**src/rtl/pcg_pkg.sv**
```systemverilog
// Package: shared constants and helpers for the gating controller.
// Assumes register offsets fit within a 12-bit byte address.
package pcg_pkg;
    localparam int unsigned OFF_CMD   = 32'h120;
    localparam int unsigned OFF_TSTAT = 32'h128;
    localparam int unsigned OFF_DSTAT = 32'h200;
    localparam int unsigned OFF_DCTL  = 32'h300;
    localparam int unsigned OFF_MSTAT = 32'h800;
    localparam int unsigned OFF_MCTL  = 32'hA00;

    localparam logic [5:0] ST_SWRST_OFF = 6'd0;
    localparam logic [5:0] ST_SYNC_RST  = 6'd1;
    localparam logic [5:0] ST_CLK_OFF   = 6'd2;
    localparam logic [5:0] ST_RUN       = 6'd3;

    // Readback layout of a module control word.
    function automatic logic [31:0] ctl_word(logic [5:0] st, logic lrel, logic frc);
        return {frc, 22'b0, lrel, 2'b0, st};
    endfunction

    // Readback layout of a module status word.
    function automatic logic [31:0] stat_word(logic [5:0] st, logic clk_on, logic rel);
        return {19'b0, clk_on, 3'b0, rel, 2'b0, st};
    endfunction
endpackage

```
**src/rtl/pcg_dom_seq.sv**
```systemverilog
// Per-domain transition sequencer. Accepts a start pulse when idle and counts
// T_CYC cycles of busy. It pulses take_o on acceptance and done_o in the
// last busy cycle. It also holds the domain power-up request and the
// power state. Assumes T_CYC >= 1.
module pcg_dom_seq #(
    parameter int unsigned T_CYC = 8
) (
    input  logic clk,
    input  logic rst_n,
    input  logic start_i,
    input  logic req_wr_i,
    input  logic req_val_i,
    output logic busy_o,
    output logic take_o,
    output logic done_o,
    output logic req_o,
    output logic on_o
);
    localparam int unsigned CW = $clog2(T_CYC + 1);

    logic [CW-1:0] cnt_q;
    logic          req_q;
    logic          pend_q;
    logic          on_q;

    // Start is accepted only while idle; done marks the final busy cycle.
    assign take_o = start_i && (cnt_q == '0);
    assign done_o = (cnt_q == CW'(1));
    assign busy_o = (cnt_q != '0);
    assign req_o  = req_q;
    assign on_o   = on_q;

    // Busy countdown, request capture and power state update.
    always_ff @(posedge clk) begin
        if (!rst_n) begin
            cnt_q  <= '0;
            req_q  <= 1'b0;
            pend_q <= 1'b0;
            on_q   <= 1'b0;
        end else begin
            if (take_o) begin
                cnt_q <= CW'(T_CYC);
            end else if (cnt_q != '0) begin
                cnt_q <= cnt_q - CW'(1);
            end

            if (take_o) begin
                pend_q <= req_q;
                req_q  <= 1'b0;
            end else begin
                if (req_wr_i) begin
                    req_q <= req_val_i;
                end
                if (done_o) begin
                    pend_q <= 1'b0;
                    if (pend_q) begin
                        on_q <= 1'b1;
                    end
                end
            end
        end
    end
endmodule

```
**src/rtl/pcg_mod_slot.sv**
```systemverilog
// Per-module slot. Holds the staged control fields, snapshots them when its
// domain accepts a transition, and applies the snapshot when the transition
// is done. It drives the module's clock enable and reset from the applied
// values. Assumes take_i and done_i never fire in the same cycle.
module pcg_mod_slot
    import pcg_pkg::*;
(
    input  logic        clk,
    input  logic        rst_n,
    input  logic        wr_i,
    input  logic [5:0]  w_state_i,
    input  logic        w_lrel_i,
    input  logic        w_force_i,
    input  logic        take_i,
    input  logic        done_i,
    output logic [31:0] ctl_o,
    output logic [31:0] stat_o,
    output logic        clk_en_o,
    output logic        rst_n_o
);
    logic [5:0] nxt_q;
    logic       lrel_q;
    logic       frc_q;
    logic [5:0] snap_st_q;
    logic       snap_lrel_q;
    logic [5:0] cur_st_q;
    logic       cur_lrel_q;

    // Staged control fields written by software.
    always_ff @(posedge clk) begin
        if (!rst_n) begin
            nxt_q  <= ST_SWRST_OFF;
            lrel_q <= 1'b1;
            frc_q  <= 1'b0;
        end else if (wr_i) begin
            nxt_q  <= w_state_i;
            lrel_q <= w_lrel_i;
            frc_q  <= w_force_i;
        end
    end

    // Snapshot at transition start, apply at transition end.
    always_ff @(posedge clk) begin
        if (!rst_n) begin
            snap_st_q   <= ST_SWRST_OFF;
            snap_lrel_q <= 1'b1;
            cur_st_q    <= ST_SWRST_OFF;
            cur_lrel_q  <= 1'b1;
        end else begin
            if (take_i) begin
                snap_st_q   <= nxt_q;
                snap_lrel_q <= lrel_q;
            end
            if (done_i) begin
                cur_st_q   <= snap_st_q;
                cur_lrel_q <= snap_lrel_q;
            end
        end
    end

    // Output decode from the applied state.
    always_comb begin
        clk_en_o = (cur_st_q == ST_RUN);
        rst_n_o  = cur_lrel_q && ((cur_st_q == ST_RUN) || (cur_st_q == ST_CLK_OFF));
        ctl_o    = ctl_word(nxt_q, lrel_q, frc_q);
        stat_o   = stat_word(cur_st_q, clk_en_o, rst_n_o);
    end
endmodule

```
**src/rtl/pcg_rd_mux.sv**
```systemverilog
// Register read multiplexer. Purely combinational, and returns 0 for
// unmapped offsets. Assumes N_DOM <= 32.
module pcg_rd_mux
    import pcg_pkg::*;
#(
    parameter int unsigned N_DOM  = 4,
    parameter int unsigned N_MOD  = 8,
    parameter int unsigned ADDR_W = 12
) (
    input  logic [ADDR_W-1:0]          addr_i,
    input  logic [N_DOM-1:0]           busy_i,
    input  logic [N_DOM-1:0]           on_i,
    input  logic [N_DOM-1:0]           req_i,
    input  logic [N_MOD-1:0][31:0]     ctl_i,
    input  logic [N_MOD-1:0][31:0]     stat_i,
    output logic [31:0]                rdata_o
);
    // Address decode and selection of the read word.
    always_comb begin
        rdata_o = '0;
        if (addr_i == ADDR_W'(OFF_TSTAT)) begin
            rdata_o = 32'(busy_i);
        end
        for (int d = 0; d < int'(N_DOM); d++) begin
            if (addr_i == ADDR_W'(OFF_DSTAT + 4 * d)) begin
                rdata_o = {31'b0, on_i[d]};
            end
            if (addr_i == ADDR_W'(OFF_DCTL + 4 * d)) begin
                rdata_o = {31'b0, req_i[d]};
            end
        end
        for (int m = 0; m < int'(N_MOD); m++) begin
            if (addr_i == ADDR_W'(OFF_MSTAT + 4 * m)) begin
                rdata_o = stat_i[m];
            end
            if (addr_i == ADDR_W'(OFF_MCTL + 4 * m)) begin
                rdata_o = ctl_i[m];
            end
        end
    end
endmodule

```
**src/rtl/pcg_ctrl.sv**
```systemverilog
// Top of the power and clock gating controller. Decodes register writes,
// instantiates one sequencer per domain and one slot per module, and
// muxes the read data. Assumes one register master issuing at most one
// write per cycle.
module pcg_ctrl
    import pcg_pkg::*;
#(
    parameter int unsigned N_DOM  = 4,
    parameter int unsigned N_MPD  = 2,
    parameter int unsigned T_CYC  = 8,
    parameter int unsigned ADDR_W = 12
) (
    input  logic                    clk,
    input  logic                    rst_n,
    input  logic                    reg_wr_en,
    input  logic [ADDR_W-1:0]       reg_addr,
    input  logic [31:0]             reg_wdata,
    output logic [31:0]             reg_rdata,
    output logic [N_DOM*N_MPD-1:0]  mod_clk_en,
    output logic [N_DOM*N_MPD-1:0]  mod_rst_n,
    output logic [N_DOM-1:0]        dom_pwr_on
);
    localparam int unsigned N_MOD = N_DOM * N_MPD;

    logic                   cmd_wr;
    logic [N_DOM-1:0]       dom_busy;
    logic [N_DOM-1:0]       dom_take;
    logic [N_DOM-1:0]       dom_done;
    logic [N_DOM-1:0]       dom_req;
    logic [N_DOM-1:0]       dom_on;
    logic [N_MOD-1:0][31:0] mod_ctl;
    logic [N_MOD-1:0][31:0] mod_stat;

    // Command register write strobe.
    assign cmd_wr     = reg_wr_en && (reg_addr == ADDR_W'(OFF_CMD));
    assign dom_pwr_on = dom_on;

    for (genvar d = 0; d < N_DOM; d++) begin : g_dom
        logic req_wr;
        assign req_wr = reg_wr_en && (reg_addr == ADDR_W'(OFF_DCTL + 4 * d));

        pcg_dom_seq #(.T_CYC(T_CYC)) u_seq (
            .clk       (clk),
            .rst_n     (rst_n),
            .start_i   (cmd_wr && reg_wdata[d]),
            .req_wr_i  (req_wr),
            .req_val_i (reg_wdata[0]),
            .busy_o    (dom_busy[d]),
            .take_o    (dom_take[d]),
            .done_o    (dom_done[d]),
            .req_o     (dom_req[d]),
            .on_o      (dom_on[d])
        );
    end

    for (genvar m = 0; m < N_MOD; m++) begin : g_mod
        logic ctl_wr;
        assign ctl_wr = reg_wr_en && (reg_addr == ADDR_W'(OFF_MCTL + 4 * m));

        pcg_mod_slot u_slot (
            .clk       (clk),
            .rst_n     (rst_n),
            .wr_i      (ctl_wr),
            .w_state_i (reg_wdata[5:0]),
            .w_lrel_i  (reg_wdata[8]),
            .w_force_i (reg_wdata[31]),
            .take_i    (dom_take[m / N_MPD]),
            .done_i    (dom_done[m / N_MPD]),
            .ctl_o     (mod_ctl[m]),
            .stat_o    (mod_stat[m]),
            .clk_en_o  (mod_clk_en[m]),
            .rst_n_o   (mod_rst_n[m])
        );
    end

    pcg_rd_mux #(.N_DOM(N_DOM), .N_MOD(N_MOD), .ADDR_W(ADDR_W)) u_rd (
        .addr_i  (reg_addr),
        .busy_i  (dom_busy),
        .on_i    (dom_on),
        .req_i   (dom_req),
        .ctl_i   (mod_ctl),
        .stat_i  (mod_stat),
        .rdata_o (reg_rdata)
    );
endmodule

```
**config.mk**
```make
export PLATFORM = sky130hd
export DESIGN_NAME = pcg_ctrl
export DESIGN_NICKNAME = d
export VERILOG_FILES = /design/src/rtl/pcg_pkg.sv /design/src/rtl/pcg_dom_seq.sv /design/src/rtl/pcg_mod_slot.sv /design/src/rtl/pcg_rd_mux.sv /design/src/rtl/pcg_ctrl.sv
export SDC_FILE = /design/constraint.sdc
export NUM_CORES = 1
export LEC_CHECK = 0
export ABC_AREA = 0
export BUFFER_PORTS_ARGS = -buffer_cell sky130_fd_sc_hd__clkbuf_2
export CAP_MARGIN = 5
export CORE_MARGIN = 2
export CORE_UTILIZATION = 61
export CTS_BUF_LIST = sky130_fd_sc_hd__clkbuf_4 sky130_fd_sc_hd__clkbuf_8
export DETAILED_ROUTE_END_ITERATION = 16
export GPL_ROUTABILITY_DRIVEN = 0
export PLACE_DENSITY_LB_ADDON = 0.12
export RECOVER_POWER = 50
export REMOVE_ABC_BUFFERS = 1
export SYNTH_ARGS = -nofsm -noshare
export SYNTH_HDL_FRONTEND = slang
export SYNTH_SLANG_ARGS = --single-unit
```
**constraint.sdc**
```tcl
create_clock -name clk -period 1.82 [get_ports clk]
set_input_delay 0 -clock clk [delete_from_list [all_inputs] [get_ports clk]]
set_output_delay 0 -clock clk [all_outputs]
set_load 0.005 [all_outputs]
```
# Word level (Yosys, flattened, before mapping)
# Index checks and enable logic that the tools add are counted.
# word_totals
register_bits	204
in_bits	47
out_inout_bits	52
word_cells	233
# op_classes
n_addsub	4
n_eq_ne	46
mux	41
bitwise	5
reduce_logical	61
# op_table
cell	n
$mux W32	15
$eq A12 B12 Y1 const B	16
$eq A12 B10 Y1 const B	8
$eq A6 B2 Y1 const B	16
$mux W4	17
$logic_and A1 B1 Y1	29
$eq A12 B9 Y1 const B	2
$eq A4 B1 Y1 const B	4
$logic_not A4 Y1	4
$reduce_bool A2 Y1	8
$reduce_bool A4 Y1	4
$sub A4 B1 Y4 const B	4
$mux W13	1
$reduce_and A3 Y1	4
$logic_or A1 B1 Y1	8
$mux W1	8
$reduce_or A2 Y1	4
$not A1 Y1	5

# Logic depth before layout (Yosys ltp)
# Gate-level depths: netlist of the first run.
# logic_depth
word_depth	26
depth_mapped	10
ltp_nobuf	8

# Hierarchy
# Synthesis of the first run repeated with hierarchy kept, for this count alone.
# unflattened
cells_unflattened	2058
area_unflattened_um2	17297.8
# modules_own_cells
mod	instances	cells_each	area_per_inst_um2	seq_area_each_um2
pcg_mod_slot	8	127	1246.2	440.4
pcg_rd_mux	1	843	5504.0	0.0
pcg_dom_seq	4	41	376.6	140.1
pcg_ctrl	1	35	317.8	0.0

# Least setup slack after synthesis of the first run
# No wires, ideal clock.
# synth_timing
kind	input -> output
start	input reg_addr[0]
end	output reg_rdata[0]
arrival_ps	1705
t_required_ps	1820
slack_ps	115
path_stages	9
n_path_buf	2
path_cell_list	buf_4 -> or4b_4 -> buf_6 -> o22ai_2 -> a21oi_1 -> o221ai_2 -> o2111ai_1 -> a2111oi_1 -> o32ai_1
# synth_via
elab_chain_cells	26
elab_cells_between_ends	50
classes_between	eq/ne: 25; mux: 25
# synth_lines
element	line	source
start, declared	pcg_ctrl.sv:16	input logic [ADDR_W-1:0] reg_addr,
$eq A12 B9 Y1	pcg_rd_mux.sv:21	if (addr_i == ADDR_W'(OFF_TSTAT)) begin
$mux W4	pcg_rd_mux.sv:21	
$mux W4	pcg_rd_mux.sv:25	if (addr_i == ADDR_W'(OFF_DSTAT + 4 * d)) begin
$mux W4	pcg_rd_mux.sv:28	if (addr_i == ADDR_W'(OFF_DCTL + 4 * d)) begin
$mux W4	pcg_rd_mux.sv:25	
$mux W4	pcg_rd_mux.sv:28	
$mux W4	pcg_rd_mux.sv:25	
$mux W4	pcg_rd_mux.sv:28	
[... 10 more ...]	n/a	
$mux W32	pcg_rd_mux.sv:33	if (addr_i == ADDR_W'(OFF_MSTAT + 4 * m)) begin
$mux W32	pcg_rd_mux.sv:36	if (addr_i == ADDR_W'(OFF_MCTL + 4 * m)) begin
$mux W32	pcg_rd_mux.sv:33	
$mux W32	pcg_rd_mux.sv:36	
$mux W32	pcg_rd_mux.sv:33	
$mux W32	pcg_rd_mux.sv:36	
$mux W32	pcg_rd_mux.sv:33	
$mux W32 *	pcg_rd_mux.sv:36	
end, declared	pcg_ctrl.sv:18	output logic [31:0] reg_rdata,
# Mark *: on every way between the ends. The rest lies on a longest branch, timed or not.

# Worst setup path in the final report of the first run
# layout_timing
start	register g_dom[0].u_seq.req_q
end	output reg_rdata[0]
# layout_via
elab_chain_cells	23
# layout_lines
element	line	source
start, declared	pcg_dom_seq.sv:22	logic req_q;
start signal, assigned	pcg_dom_seq.sv:52	req_q <= req_val_i;
$mux W4	pcg_rd_mux.sv:28	
$mux W4	pcg_rd_mux.sv:25	
$mux W4	pcg_rd_mux.sv:28	
$mux W4	pcg_rd_mux.sv:25	
$mux W4	pcg_rd_mux.sv:28	
$mux W4	pcg_rd_mux.sv:25	
$mux W4	pcg_rd_mux.sv:28	
$mux W13	pcg_rd_mux.sv:33	
[... 7 more ...]	n/a	
$mux W32	pcg_rd_mux.sv:33	
$mux W32	pcg_rd_mux.sv:36	
$mux W32	pcg_rd_mux.sv:33	
$mux W32	pcg_rd_mux.sv:36	
$mux W32	pcg_rd_mux.sv:33	
$mux W32	pcg_rd_mux.sv:36	
$mux W32	pcg_rd_mux.sv:33	
$mux W32	pcg_rd_mux.sv:36	
# No other way between the ends.

==> impl_metrics.prom, run 1 <==
# TYPE chip_impl_metric gauge
chip_impl_metric{name="htreeDepth",unit=""} 2
chip_impl_info{name="ys.flop_type",value="sky130_fd_sc_hd__dfxtp_1"} 1
chip_impl_info{name="setup.worst_path.end_class",value="output port"} 1
chip_impl_metric{name="first_pass_iters",unit=""} 6
chip_impl_metric{name="first_iter_violations",unit=""} 1157
chip_impl_metric{name="route.antenna.remaining_nets",unit=""} 0
chip_impl_metric{name="synth-warning-count",unit=""} 0
chip_impl_metric{name="count_of_unresolved_drc_violations_after_routing",unit=""} 0
chip_impl_metric{name="hpwl_reported_at_the_end_of_detailed_placement",unit="um"} 21800
chip_impl_metric{name="numClockSinks",unit=""} 204
chip_impl_metric{name="syn-mean-instance-area",unit="um^2"} 8.01
chip_impl_metric{name="gr-total-overflow",unit=""} 0
chip_impl_metric{name="post_drt_via_cell_ratio",unit=""} 6.02
chip_impl_metric{name="tightest_slew",unit="ps"} 609
chip_impl_metric{name="combined_area_of_the_multi_input_logic_cells",unit="um^2"} 5570
chip_impl_info{name="crit_path_cell_trace",value="or3b_1 -> a21oi_2 -> o211ai_1 -> a22oi_2 -> o2111ai_2 -> a2111oi_2 -> buf_4 -> o32ai_2 -> clkbuf_2"} 1
chip_impl_info{name="clock_tree.root_cell",value="sky130_fd_sc_hd__clkbuf_8"} 1
chip_impl_info{name="post-synth-top-count-cell",value="sky130_fd_sc_hd__nand2_1"} 1
chip_impl_metric{name="initial_antenna_violation_count",unit=""} 0
chip_impl_metric{name="setup_violating_endpoint_count_in_the_final_report",unit=""} 96
chip_impl_metric{name="die_y",unit="um"} 132
chip_impl_info{name="status",value="finished with violations"} 1
chip_impl_info{name="critical_path_class",value="reg2out"} 1
chip_impl_metric{name="final_nets",unit=""} 1500
chip_impl_metric{name="grt_max_degree",unit=""} 51
chip_impl_metric{name="cp_data_arrival_time",unit="ps"} 2650
chip_impl_metric{name="critical_path.max_fanout",unit=""} 3
chip_impl_metric{name="netlist_instances",unit=""} 1248
chip_impl_info{name="post-synth-top-area-cell",value="sky130_fd_sc_hd__dfxtp_1"} 1
chip_impl_metric{name="power_leakage",unit="nW"} 5.05
chip_impl_metric{name="num_io_pins",unit=""} 99
chip_impl_metric{name="seq_area_frac_synth",unit="%"} 40.9
chip_impl_metric{name="clk_pin_slew_worst_setup_hold_paths",unit="ps"} 50
chip_impl_info{name="synth.area.top_cells",value="sky130_fd_sc_hd__dfxtp_1, sky130_fd_sc_hd__nand2_1, sky130_fd_sc_hd__a21boi_0"} 1
chip_impl_metric{name="clock_buffer_depth",unit=""} 3
chip_impl_info{name="synth.cells.most_frequent",value="sky130_fd_sc_hd__nand2_1, sky130_fd_sc_hd__dfxtp_1, sky130_fd_sc_hd__a21boi_0, sky130_fd_sc_hd__nand3_1, sky130_fd_sc_hd__clkbuf_1"} 1
chip_impl_metric{name="power_density",unit="nW/um^2"} 939
chip_impl_metric{name="placed_cells_incl_taps",unit=""} 1603
chip_impl_info{name="critPathLaunch",value="g_dom[0].u_seq.req_o"} 1
chip_impl_metric{name="timing.hold.ws",unit="ps"} 29.6
chip_impl_metric{name="max-vdd-ir-drop",unit="mV"} 0.749
chip_impl_metric{name="regArea",unit="um^2"} 4110
chip_impl_metric{name="finalWorstSetupSlack",unit="ps"} -831
chip_impl_metric{name="slew_violations",unit=""} 0
chip_impl_metric{name="port-buffer-count",unit=""} 51
chip_impl_metric{name="die_width",unit="um"} 132
chip_impl_metric{name="timing.reg2reg.setup_slack",unit="ps"} 70
chip_impl_metric{name="totalNegativeSetupSlack",unit="ps"} -12170
chip_impl_metric{name="grt_usage",unit="%"} 34.6
chip_impl_info{name="cts_tree",value="done"} 1
chip_impl_metric{name="postSynthRegisterBits",unit=""} 204
chip_impl_info{name="worstReg2RegEnd",value="g_mod[5].u_slot.snap_st_q[3]"} 1
chip_impl_metric{name="worstPathRequired",unit="ps"} 1820
chip_impl_metric{name="num_rows",unit=""} 46
chip_impl_metric{name="reg2reg_depth",unit=""} 8
chip_impl_metric{name="num_antenna_cells",unit=""} 0
chip_impl_metric{name="fillers",unit=""} 1091
chip_impl_metric{name="mapped_area",unit="um^2"} 9990
chip_impl_metric{name="global_route_wire_length_before_repair",unit="um"} 48400
chip_impl_metric{name="grt_pass1_vias",unit=""} 9303
chip_impl_info{name="cpMaxStageDelayCell",value="sky130_fd_sc_hd__or3b_1"} 1
chip_impl_info{name="rsz0062_at_grt",value="true"} 1
chip_impl_metric{name="fraction_of_registers_with_async_set_or_reset_after_synthesis",unit="%"} 0
chip_impl_info{name="worst_setup_path_endpoint",value="reg_rdata[0]"} 1
chip_impl_metric{name="netlist-cell-type-count",unit=""} 71
chip_impl_metric{name="finalNonFillerCells",unit=""} 1682
chip_impl_metric{name="finalClockSkew",unit="ps"} 20.3
chip_impl_metric{name="via_count",unit=""} 10100
chip_impl_metric{name="inserted_clock_buffers",unit=""} 35
chip_impl_metric{name="area.growth.synth_to_final",unit="%"} 27.7
chip_impl_metric{name="period_share",unit="%"} 146
chip_impl_metric{name="floorplan.core_area",unit="um^2"} 15900
chip_impl_metric{name="avgRoutedWirePerCell",unit="um"} 18.7
chip_impl_metric{name="final_hold_viol_count",unit=""} 0
chip_impl_metric{name="drt_wl_total",unit="um"} 31500
chip_impl_metric{name="synth_edf_count",unit=""} 0
chip_impl_metric{name="initial_utilization",unit="%"} 62.7
chip_impl_metric{name="max_freq",unit="MHz"} 377
chip_impl_metric{name="synth.top_cell.area_share",unit="%"} 40.9
chip_impl_metric{name="period_needed",unit="ps"} 2650
chip_impl_info{name="timing.rr.start",value="g_dom[2].u_seq.cnt_q[3]"} 1
chip_impl_metric{name="die_area",unit="um^2"} 17400
chip_impl_info{name="start_kind",value="flip-flop"} 1
chip_impl_metric{name="cpPeakStageDelay",unit="ps"} 390
chip_impl_metric{name="drive_above_1_share",unit="%"} 27.3
chip_impl_info{name="class_of_the_worst_hold_path",value="in2reg"} 1
chip_impl_metric{name="worst_slew_margin_rel",unit="%"} 59.0
chip_impl_metric{name="cap_viol_max_count",unit=""} 0
chip_impl_metric{name="clk-insertion-delay-late",unit="ps"} 540
chip_impl_metric{name="utilization",unit="%"} 80.0
chip_impl_info{name="failed_checks",value="setup timing"} 1
[repair_timing]
item / in CTS / in global routing
setup buffers: 9 / 2
hold buffers: 9 / 0
pin swaps: 40 / 23
gates resized for setup: 89 / 24
hold endpoints to repair: 75 / 0
setup endpoints to repair: 11 / 11
[where the power goes]
part	total, mW	switching, mW	internal (mW)
sequential	4.82	0.136	4.68
clock	4.50	1.89	2.60
combinational	2.66	1.47	1.19
[logic make-up (layout without fill, tap and decap cells)]
| family | after synthesis | after routing | share of synthesized area [%] |
|---|---|---|---|
| adders and majority gates | 10 | 10 | 1.25 |
| DFF | 204 | 204 | 40.9 |
| other | 1 | 23 | 0.0375 |
| AOI/OAI and AO/OA | 277 | 277 | 20.9 |
| muxes | 8 | 8 | 0.814 |
| and+or+nand+nor | 589 | 589 | 27.5 |
| xor gates and xnor gates | 7 | 7 | 0.614 |
| buffers and inverters | 152 | 348 | 8.03 |
[cell usage in the layout (no fill, tap or decap), drive strengths merged, types with 12 or more instances in the layout]
cell / n
nor2: 38
nand3: 108
nor4: 12
buf: 201
and3: 32
clkbuf: 116
a22oi: 17
nand2: 338
a21oi: 15
and2: 13
dfxtp: 204
a21boi: 162
inv: 19
conb: 23
[through the flow]
| step | total power, mW | area (um^2) | setup WS [ps] |
|---|---|---|---|
| 2_1_floorplan | 6.03 | 9340 | -370 |
| 3_3_place_gp | 7.18 | 11500 | -328 |
| 3_5_place_dp | 7.24 | 11500 | -424 |
| 4_1_cts | 12.0 | 12800 | -769 |
| 5_1_grt | 12.4 | 12800 | -880 |
| 6_report | 12.0 | 12800 | -831 |
[routing by layer]
layer  global-route usage [%]  vias up  part of all wire, %
li1                         -     4651                    -
met1                     46.6     4824                   40
met2                     55.4      530                   46
met3                     6.15      115                  9.6
met4                     13.7        0                  4.3
met5                        0        -                    0
[worst max-delay path: cells and delay by family (launching register included)]
| kind | cells | cell delay [ps] |
|---|---|---|
| flops | 1 | 330 |
| compound gates | 6 | 1100 |
| simple gates | 1 | 390 |
| buf+inv | 2 | 320 |
[sequential cells by signal, indices dropped and copies added, names as in the netlist]
| signal | flops |
|---|---|
| g_mod.u_slot.cur_st_q | 48 |
| g_dom.u_seq.on_o | 4 |
| g_mod.u_slot.snap_st_q | 48 |
| g_mod.u_slot.nxt_q | 48 |
| g_dom.u_seq.pend_q | 4 |
| g_mod.u_slot.snap_lrel_q | 8 |
| g_mod.u_slot.cur_lrel_q | 8 |
| g_mod.u_slot.lrel_q | 8 |
| g_mod.u_slot.frc_q | 8 |
| g_dom.u_seq.req_o | 4 |
| g_dom.u_seq.cnt_q | 16 |
[area by class of cell]
type / count / area share [%]
Sequential cell: 204 / 32.2
Tap cell: 216 / 2.12
Multi-Input combinational cell: 914 / 43.6
Inverter: 18 / 0.530
Clock buffer: 56 / 5.55
Timing Repair Buffer: 270 / 15.6
Clock inverter: 4 / 0.402
[worst min-delay path by stage]
stage / from / end / slack (ps) / cells after the start
floorplan: rst_n / g_mod[0].u_slot.cur_lrel_q / 70 / 1
global placement: rst_n / g_mod[6].u_slot.lrel_q / 380 / 2
detailed placement: rst_n / g_mod[7].u_slot.lrel_q / 380 / 2
CTS: reg_wdata[0] / g_mod[5].u_slot.nxt_q[0] / 10 / 4
global route: reg_wdata[0] / g_mod[5].u_slot.nxt_q[0] / 40 / 4
finish: reg_wdata[0] / g_mod[0].u_slot.snap_st_q[5] / 30 / 4
Note: power is estimated with default switching activity, not from simulation.
==> run 2: changes to the inputs <==
SKIP_CTS_REPAIR_TIMING = 1   (was not set)
==> impl_metrics.prom, run 2 (synthesis gave the netlist of run 1 again) <==
# TYPE chip_impl_metric gauge
chip_impl_metric{name="gr-total-overflow",unit=""} 0
chip_impl_metric{name="drive_above_1_share",unit="%"} 26.1
chip_impl_metric{name="cp_data_arrival_time",unit="ps"} 2640
chip_impl_metric{name="worstPathRequired",unit="ps"} 1820
chip_impl_metric{name="count_of_unresolved_drc_violations_after_routing",unit=""} 0
chip_impl_metric{name="setup_violating_endpoint_count_in_the_final_report",unit=""} 20
chip_impl_metric{name="finalClockSkew",unit="ps"} 17.1
chip_impl_metric{name="first_pass_iters",unit=""} 9
chip_impl_metric{name="period_share",unit="%"} 145
chip_impl_metric{name="timing.reg2reg.setup_slack",unit="ps"} 80
chip_impl_metric{name="period_needed",unit="ps"} 2640
chip_impl_metric{name="num_rows",unit=""} 46
chip_impl_metric{name="reg2reg_depth",unit=""} 9
chip_impl_metric{name="timing.hold.ws",unit="ps"} 32.7
chip_impl_metric{name="clk-insertion-delay-late",unit="ps"} 540
chip_impl_metric{name="die_width",unit="um"} 132
chip_impl_metric{name="grt_pass1_vias",unit=""} 8991
chip_impl_info{name="timing.rr.start",value="g_dom[2].u_seq.cnt_q[1]"} 1
chip_impl_info{name="setup.worst_path.end_class",value="output port"} 1
chip_impl_metric{name="finalWorstSetupSlack",unit="ps"} -823
chip_impl_info{name="cpMaxStageDelayCell",value="sky130_fd_sc_hd__a2111oi_2"} 1
chip_impl_metric{name="initial_antenna_violation_count",unit=""} 0
chip_impl_metric{name="power_leakage",unit="nW"} 4.95
chip_impl_metric{name="route.antenna.remaining_nets",unit=""} 0
chip_impl_info{name="worstReg2RegEnd",value="g_dom[2].u_seq.on_o"} 1
chip_impl_metric{name="num_antenna_cells",unit=""} 0
chip_impl_info{name="most_common_cell_after_layout_fill_and_taps_aside",value="sky130_fd_sc_hd__nand2_1"} 1
chip_impl_metric{name="hpwl_reported_at_the_end_of_detailed_placement",unit="um"} 21800
chip_impl_metric{name="port-buffer-count",unit=""} 51
chip_impl_metric{name="initial_utilization",unit="%"} 62.7
chip_impl_info{name="layout_common_cells",value="sky130_fd_sc_hd__nand2_1, sky130_fd_sc_hd__dfxtp_1, sky130_fd_sc_hd__buf_4"} 1
chip_impl_info{name="largest_registers",value="g_mod.u_slot.cur_st_q: 48 flops, g_mod.u_slot.nxt_q: 48 flops, g_mod.u_slot.snap_st_q: 48 flops"} 1
chip_impl_metric{name="fillers",unit=""} 1145
chip_impl_metric{name="max-vdd-ir-drop",unit="mV"} 0.755
chip_impl_metric{name="first_iter_violations",unit=""} 1115
chip_impl_metric{name="drt_wl_total",unit="um"} 31400
chip_impl_metric{name="clock_buffer_depth",unit=""} 3
chip_impl_info{name="rsz0062_at_grt",value="true"} 1
chip_impl_metric{name="area.growth.synth_to_final",unit="%"} 26.2
chip_impl_metric{name="grt_max_degree",unit=""} 51
chip_impl_info{name="holdPathEnd",value="g_mod[0].u_slot.snap_st_q[5]"} 1
chip_impl_metric{name="num_io_pins",unit=""} 99
chip_impl_metric{name="floorplan.core_area",unit="um^2"} 15900
chip_impl_metric{name="min_delay_path_depth",unit=""} 4
chip_impl_metric{name="place_worst_setup_slack",unit="ps"} -424
chip_impl_metric{name="final_nets",unit=""} 1496
chip_impl_info{name="status",value="finished with violations"} 1
chip_impl_metric{name="via_count",unit=""} 10000
chip_impl_info{name="cts_tree",value="done"} 1
chip_impl_metric{name="utilization",unit="%"} 79.1
chip_impl_metric{name="htreeDepth",unit=""} 2
chip_impl_metric{name="avgRoutedWirePerCell",unit="um"} 18.7
chip_impl_metric{name="worst_slew_margin_rel",unit="%"} 61.0
chip_impl_metric{name="grt_usage",unit="%"} 33.6
chip_impl_metric{name="tightest_slew",unit="ps"} 579
chip_impl_info{name="failed_checks",value="setup timing"} 1
chip_impl_info{name="crit_path_cell_trace",value="or3b_1 -> a21oi_1 -> o211ai_1 -> a22oi_2 -> o2111ai_2 -> a2111oi_2 -> buf_4 -> o32ai_2 -> clkbuf_2"} 1
chip_impl_metric{name="global_route_wire_length_before_repair",unit="um"} 47000
chip_impl_metric{name="post_drt_via_cell_ratio",unit=""} 5.97
chip_impl_metric{name="die_area",unit="um^2"} 17400
chip_impl_metric{name="die_y",unit="um"} 132
chip_impl_metric{name="power_density",unit="nW/um^2"} 951
chip_impl_metric{name="inserted_clock_buffers",unit=""} 35
chip_impl_info{name="critical_path_class",value="reg2out"} 1
chip_impl_info{name="worst_hold_startpoint",value="reg_wdata[0]"} 1
chip_impl_metric{name="totalNegativeSetupSlack",unit="ps"} -5050
chip_impl_metric{name="slew_violations",unit=""} 0
chip_impl_metric{name="clk_pin_slew_worst_setup_hold_paths",unit="ps"} 50
chip_impl_metric{name="numClockSinks",unit=""} 204
chip_impl_info{name="start_kind",value="flip-flop"} 1
chip_impl_metric{name="final_hold_viol_count",unit=""} 0
chip_impl_metric{name="cpPeakStageDelay",unit="ps"} 380
chip_impl_metric{name="critical_path.max_fanout",unit=""} 3
chip_impl_metric{name="max_freq",unit="MHz"} 378
chip_impl_info{name="class_of_the_worst_hold_path",value="in2reg"} 1
chip_impl_info{name="clock_tree.root_cell",value="sky130_fd_sc_hd__clkbuf_8"} 1
chip_impl_metric{name="cap_viol_max_count",unit=""} 0
-- run 2: cell types whose count changed in the layout (fill, tap and decap cells not counted), sizes merged --
cell / before / now
buf: 201 / 186
clkbuf: 116 / 127
-- run 2: critical path, delay by kind of cell, from the launching register on --
kind	cells	cell delay, ps
DFF	1	330
AOI/OAI and AO/OA	6	1100
and+or+nand+nor	1	370
buffers and inverters	2	320
-- run 2: worst max-delay path by stage --
stage | from | cells after the start | endpoint
CTS | g_dom[0].u_seq.req_o | 9 | reg_rdata[0]
finish | g_dom[0].u_seq.req_o | 9 | reg_rdata[0]
detailed placement | reg_addr[2] | 10 | reg_rdata[2]
floorplan | reg_addr[8] | 6 | reg_rdata[0]
global placement | reg_addr[1] | 12 | reg_rdata[0]
global route | g_dom[0].u_seq.req_o | 9 | reg_rdata[0]
-- run 2: final cells by class --
class	count	area [um^2]	share of cell area, %
Inverter	18	67.6	0.536
Multi-Input combinational cell	914	5500	43.6
Clock buffer	56	708	5.62
Timing Repair Buffer	266	1910	15.1
Sequential cell	204	4110	32.5
Tap cell	216	270	2.14
Clock inverter	4	51.3	0.407
-- run 2: through the flow --
step	cell area (um^2)	power [mW]	instances
finish	12600	12.0	1678
global route	12600	12.5	1678
CTS	12200	11.7	1663
detailed placement	11500	7.24	1603
global placement	11500	7.18	1603
floorplan	9340	6.03	1136
-- run 2: report_power, final --
group	internal (mW)	switching, mW
clock	2.60	1.90
sequential	4.68	0.131
combinational	1.20	1.48
total	8.48	3.51
-- run 2: layer usage --
metal / part of all wire, % / vias to the layer above / wire length (um) / GRT usage [%]
li1: - / 4642 / - / -
met1: 41 / 4765 / 12800 / 45.8
met2: 46 / 519 / 14300 / 52.8
met3: 9.7 / 97 / 3040 / 5.34
met4: 4.0 / 0 / 1270 / 14.6
met5: 0 / - / 0 / 0
==> run 3: changes to the inputs <==
CORE_UTILIZATION = 60   (was 61)
==> impl_metrics.prom, run 3 (synthesis gave the netlist of run 1 again) <==
# TYPE chip_impl_metric gauge
chip_impl_metric{name="clk_pin_slew_worst_setup_hold_paths",unit="ps"} 60
chip_impl_metric{name="finalWorstSetupSlack",unit="ps"} -844
chip_impl_metric{name="timing.reg2reg.setup_slack",unit="ps"} 50
chip_impl_info{name="critPathLaunch",value="g_dom[2].u_seq.on_o"} 1
chip_impl_metric{name="area.growth.synth_to_final",unit="%"} 27.9
chip_impl_metric{name="route.antenna.remaining_nets",unit=""} 0
chip_impl_metric{name="combined_area_of_the_multi_input_logic_cells",unit="um^2"} 5610
chip_impl_metric{name="drt_wl_total",unit="um"} 31000
chip_impl_metric{name="first_iter_violations",unit=""} 1265
chip_impl_info{name="cts_tree",value="done"} 1
chip_impl_metric{name="sequentialPowerShare",unit="%"} 40.7
chip_impl_metric{name="period_needed",unit="ps"} 2660
chip_impl_metric{name="max-vdd-ir-drop",unit="mV"} 0.800
chip_impl_metric{name="min_delay_path_depth",unit=""} 5
chip_impl_metric{name="worstPathRequired",unit="ps"} 1820
chip_impl_metric{name="clock_buffer_depth",unit=""} 3
chip_impl_metric{name="finalClockSkew",unit="ps"} 18.3
chip_impl_metric{name="final_hold_viol_count",unit=""} 0
chip_impl_metric{name="gr-total-overflow",unit=""} 0
chip_impl_metric{name="num_antenna_cells",unit=""} 0
chip_impl_metric{name="power_leakage",unit="nW"} 5.03
chip_impl_metric{name="worst_slew_margin_rel",unit="%"} 49.3
chip_impl_info{name="crit_path_cell_trace",value="mux2_2 -> o211ai_1 -> o21ai_1 -> a22oi_1 -> o2111ai_2 -> a2111oi_4 -> buf_4 -> o32ai_2 -> buf_2"} 1
chip_impl_metric{name="max_freq",unit="MHz"} 375
chip_impl_info{name="failed_checks",value="setup timing"} 1
chip_impl_info{name="most_common_cell_after_layout_fill_and_taps_aside",value="sky130_fd_sc_hd__nand2_1"} 1
chip_impl_metric{name="clockPowerShare",unit="%"} 37.3
chip_impl_metric{name="regArea",unit="um^2"} 4110
chip_impl_metric{name="internal_power",unit="mW"} 8.43
chip_impl_info{name="worst_hold_startpoint",value="reg_addr[0]"} 1
chip_impl_metric{name="die_width",unit="um"} 133
chip_impl_metric{name="initial_utilization",unit="%"} 60.9
chip_impl_metric{name="die_y",unit="um"} 133
chip_impl_metric{name="numClockSinks",unit=""} 204
chip_impl_metric{name="first_pass_iters",unit=""} 6
chip_impl_metric{name="num_io_pins",unit=""} 99
chip_impl_info{name="layout_common_cells",value="sky130_fd_sc_hd__nand2_1, sky130_fd_sc_hd__dfxtp_1, sky130_fd_sc_hd__buf_4"} 1
chip_impl_metric{name="tightest_slew",unit="ps"} 760
chip_impl_metric{name="grt_usage",unit="%"} 33.3
chip_impl_metric{name="slew_violations",unit=""} 0
chip_impl_info{name="critical_path_class",value="reg2out"} 1
chip_impl_info{name="class_of_the_worst_hold_path",value="in2reg"} 1
chip_impl_metric{name="drive_above_1_share",unit="%"} 27.7
chip_impl_info{name="rsz0062_at_grt",value="true"} 1
chip_impl_metric{name="place_worst_setup_slack",unit="ps"} -444
chip_impl_info{name="status",value="finished with violations"} 1
chip_impl_metric{name="swShare",unit="%"} 28.6
chip_impl_metric{name="cp_data_arrival_time",unit="ps"} 2660
chip_impl_info{name="setup.worst_path.end_class",value="output port"} 1
chip_impl_metric{name="floorplan.core_area",unit="um^2"} 16400
chip_impl_metric{name="postPlaceCellArea",unit="um^2"} 11400
chip_impl_metric{name="hpwl_reported_at_the_end_of_detailed_placement",unit="um"} 21800
chip_impl_metric{name="period_share",unit="%"} 146
chip_impl_metric{name="setup_violating_endpoint_count_in_the_final_report",unit=""} 102
chip_impl_metric{name="inserted_clock_buffers",unit=""} 35
chip_impl_metric{name="num_rows",unit=""} 47
chip_impl_metric{name="final_nets",unit=""} 1490
chip_impl_info{name="worstReg2RegEnd",value="g_mod[2].u_slot.cur_st_q[0]"} 1
chip_impl_info{name="cpMaxStageDelayCell",value="sky130_fd_sc_hd__a2111oi_4"} 1
chip_impl_metric{name="cpPeakStageDelay",unit="ps"} 400
chip_impl_metric{name="post_drt_via_cell_ratio",unit=""} 5.93
chip_impl_metric{name="initial_antenna_violation_count",unit=""} 0
chip_impl_metric{name="clk-insertion-delay-late",unit="ps"} 510
chip_impl_metric{name="fillers",unit=""} 1148
chip_impl_metric{name="cp_num_buf_inv",unit=""} 2
chip_impl_metric{name="reg2reg_depth",unit=""} 5
chip_impl_metric{name="power.net_switching",unit="mW"} 3.38
chip_impl_info{name="cpLargestDelayFamily",value="compound AO/OA/AOI/OAI gates"} 1
chip_impl_metric{name="totalNegativeSetupSlack",unit="ps"} -13920
chip_impl_info{name="largest_registers",value="g_mod.u_slot.cur_st_q: 48 flops, g_mod.u_slot.nxt_q: 48 flops, g_mod.u_slot.snap_st_q: 48 flops"} 1
chip_impl_metric{name="power_density",unit="nW/um^2"} 924
chip_impl_info{name="clock_tree.root_cell",value="sky130_fd_sc_hd__clkbuf_8"} 1
chip_impl_metric{name="power_frac_comb",unit="%"} 22.0
chip_impl_metric{name="grt_pass1_vias",unit=""} 9021
chip_impl_metric{name="cap_viol_max_count",unit=""} 0
chip_impl_metric{name="grt_max_degree",unit=""} 59
chip_impl_metric{name="via_count",unit=""} 9946
chip_impl_info{name="start_kind",value="flip-flop"} 1
chip_impl_metric{name="count_of_unresolved_drc_violations_after_routing",unit=""} 0
chip_impl_metric{name="critical_path.max_fanout",unit=""} 2
chip_impl_metric{name="avgRoutedWirePerCell",unit="um"} 18.5
chip_impl_metric{name="die_area",unit="um^2"} 17700
chip_impl_metric{name="htreeDepth",unit=""} 2
chip_impl_metric{name="port-buffer-count",unit=""} 51
chip_impl_info{name="timing.rr.start",value="g_dom[1].u_seq.cnt_q[2]"} 1
chip_impl_info{name="holdPathEnd",value="g_dom[3].u_seq.req_o"} 1
chip_impl_metric{name="global_route_wire_length_before_repair",unit="um"} 47100
chip_impl_metric{name="fin_area",unit="um^2"} 12800
==> run 3: how the worst max path moves through the flow <==
stage | depth (start not counted) | endpoint | slack, ps
6_report | 9 | reg_rdata[0] | -840
3_3_place_gp | 11 | reg_rdata[0] | -440
4_1_cts | 9 | reg_rdata[0] | -880
3_5_place_dp | 11 | reg_rdata[0] | -440
5_1_grt | 9 | reg_rdata[0] | -960
2_1_floorplan | 6 | reg_rdata[0] | -370
==> run 3: tightest hold or removal path, delay by kind of cell <==
family | cells | cell delay, ps
AOI/OAI and AO/OA | 1 | 60
buffers and inverters | 2 | 270
and+or+nand+nor | 2 | 140
==> run 3: per-stage QoR <==
step                instances  hold slack [ps]  total power [mW]  util [%]
CTS                      1660             -194              11.6      74.1
floorplan                1136             71.8              6.03         -
global route             1677            -3.57              12.3      77.9
finish                   1677             12.9              11.8      77.9
global placement         1599              323              7.19      69.5
detailed placement       1599              328              7.26      69.5
==> run 3: layout make-up <==
| cell class | instances | share of cell area [%] |
|---|---|---|
| Clock buffer | 59 | 5.57 |
| Clock inverter | 2 | 0.294 |
| Inverter | 18 | 0.529 |
| Multi-Input combinational cell | 914 | 43.9 |
| Sequential cell | 204 | 32.1 |
| Tap cell | 220 | 2.15 |
| Timing Repair Buffer | 260 | 15.5 |
==> run 3: power groups by stage <==
stage | combinational (mW) | clock, mW | sequential, mW
after floorplan | 1.16 | 0 | 4.87
after global placement | 2.31 | 0 | 4.87
after CTS | 2.39 | 4.43 | 4.79
after detailed placement | 2.38 | 0 | 4.88
after global routing | 2.86 | 4.62 | 4.83
final | 2.60 | 4.41 | 4.81
==> run 3: per-layer routing <==
| metal | part of all wire [%] | up-vias | track usage (%) |
|---|---|---|---|
| met5 | 0 | - | 0 |
| met4 | 3.6 | 0 | 11.4 |
| met2 | 46 | 519 | 54.3 |
| met3 | 8.7 | 98 | 5.13 |
| li1 | - | 4625 | - |
| met1 | 42 | 4704 | 45.3 |
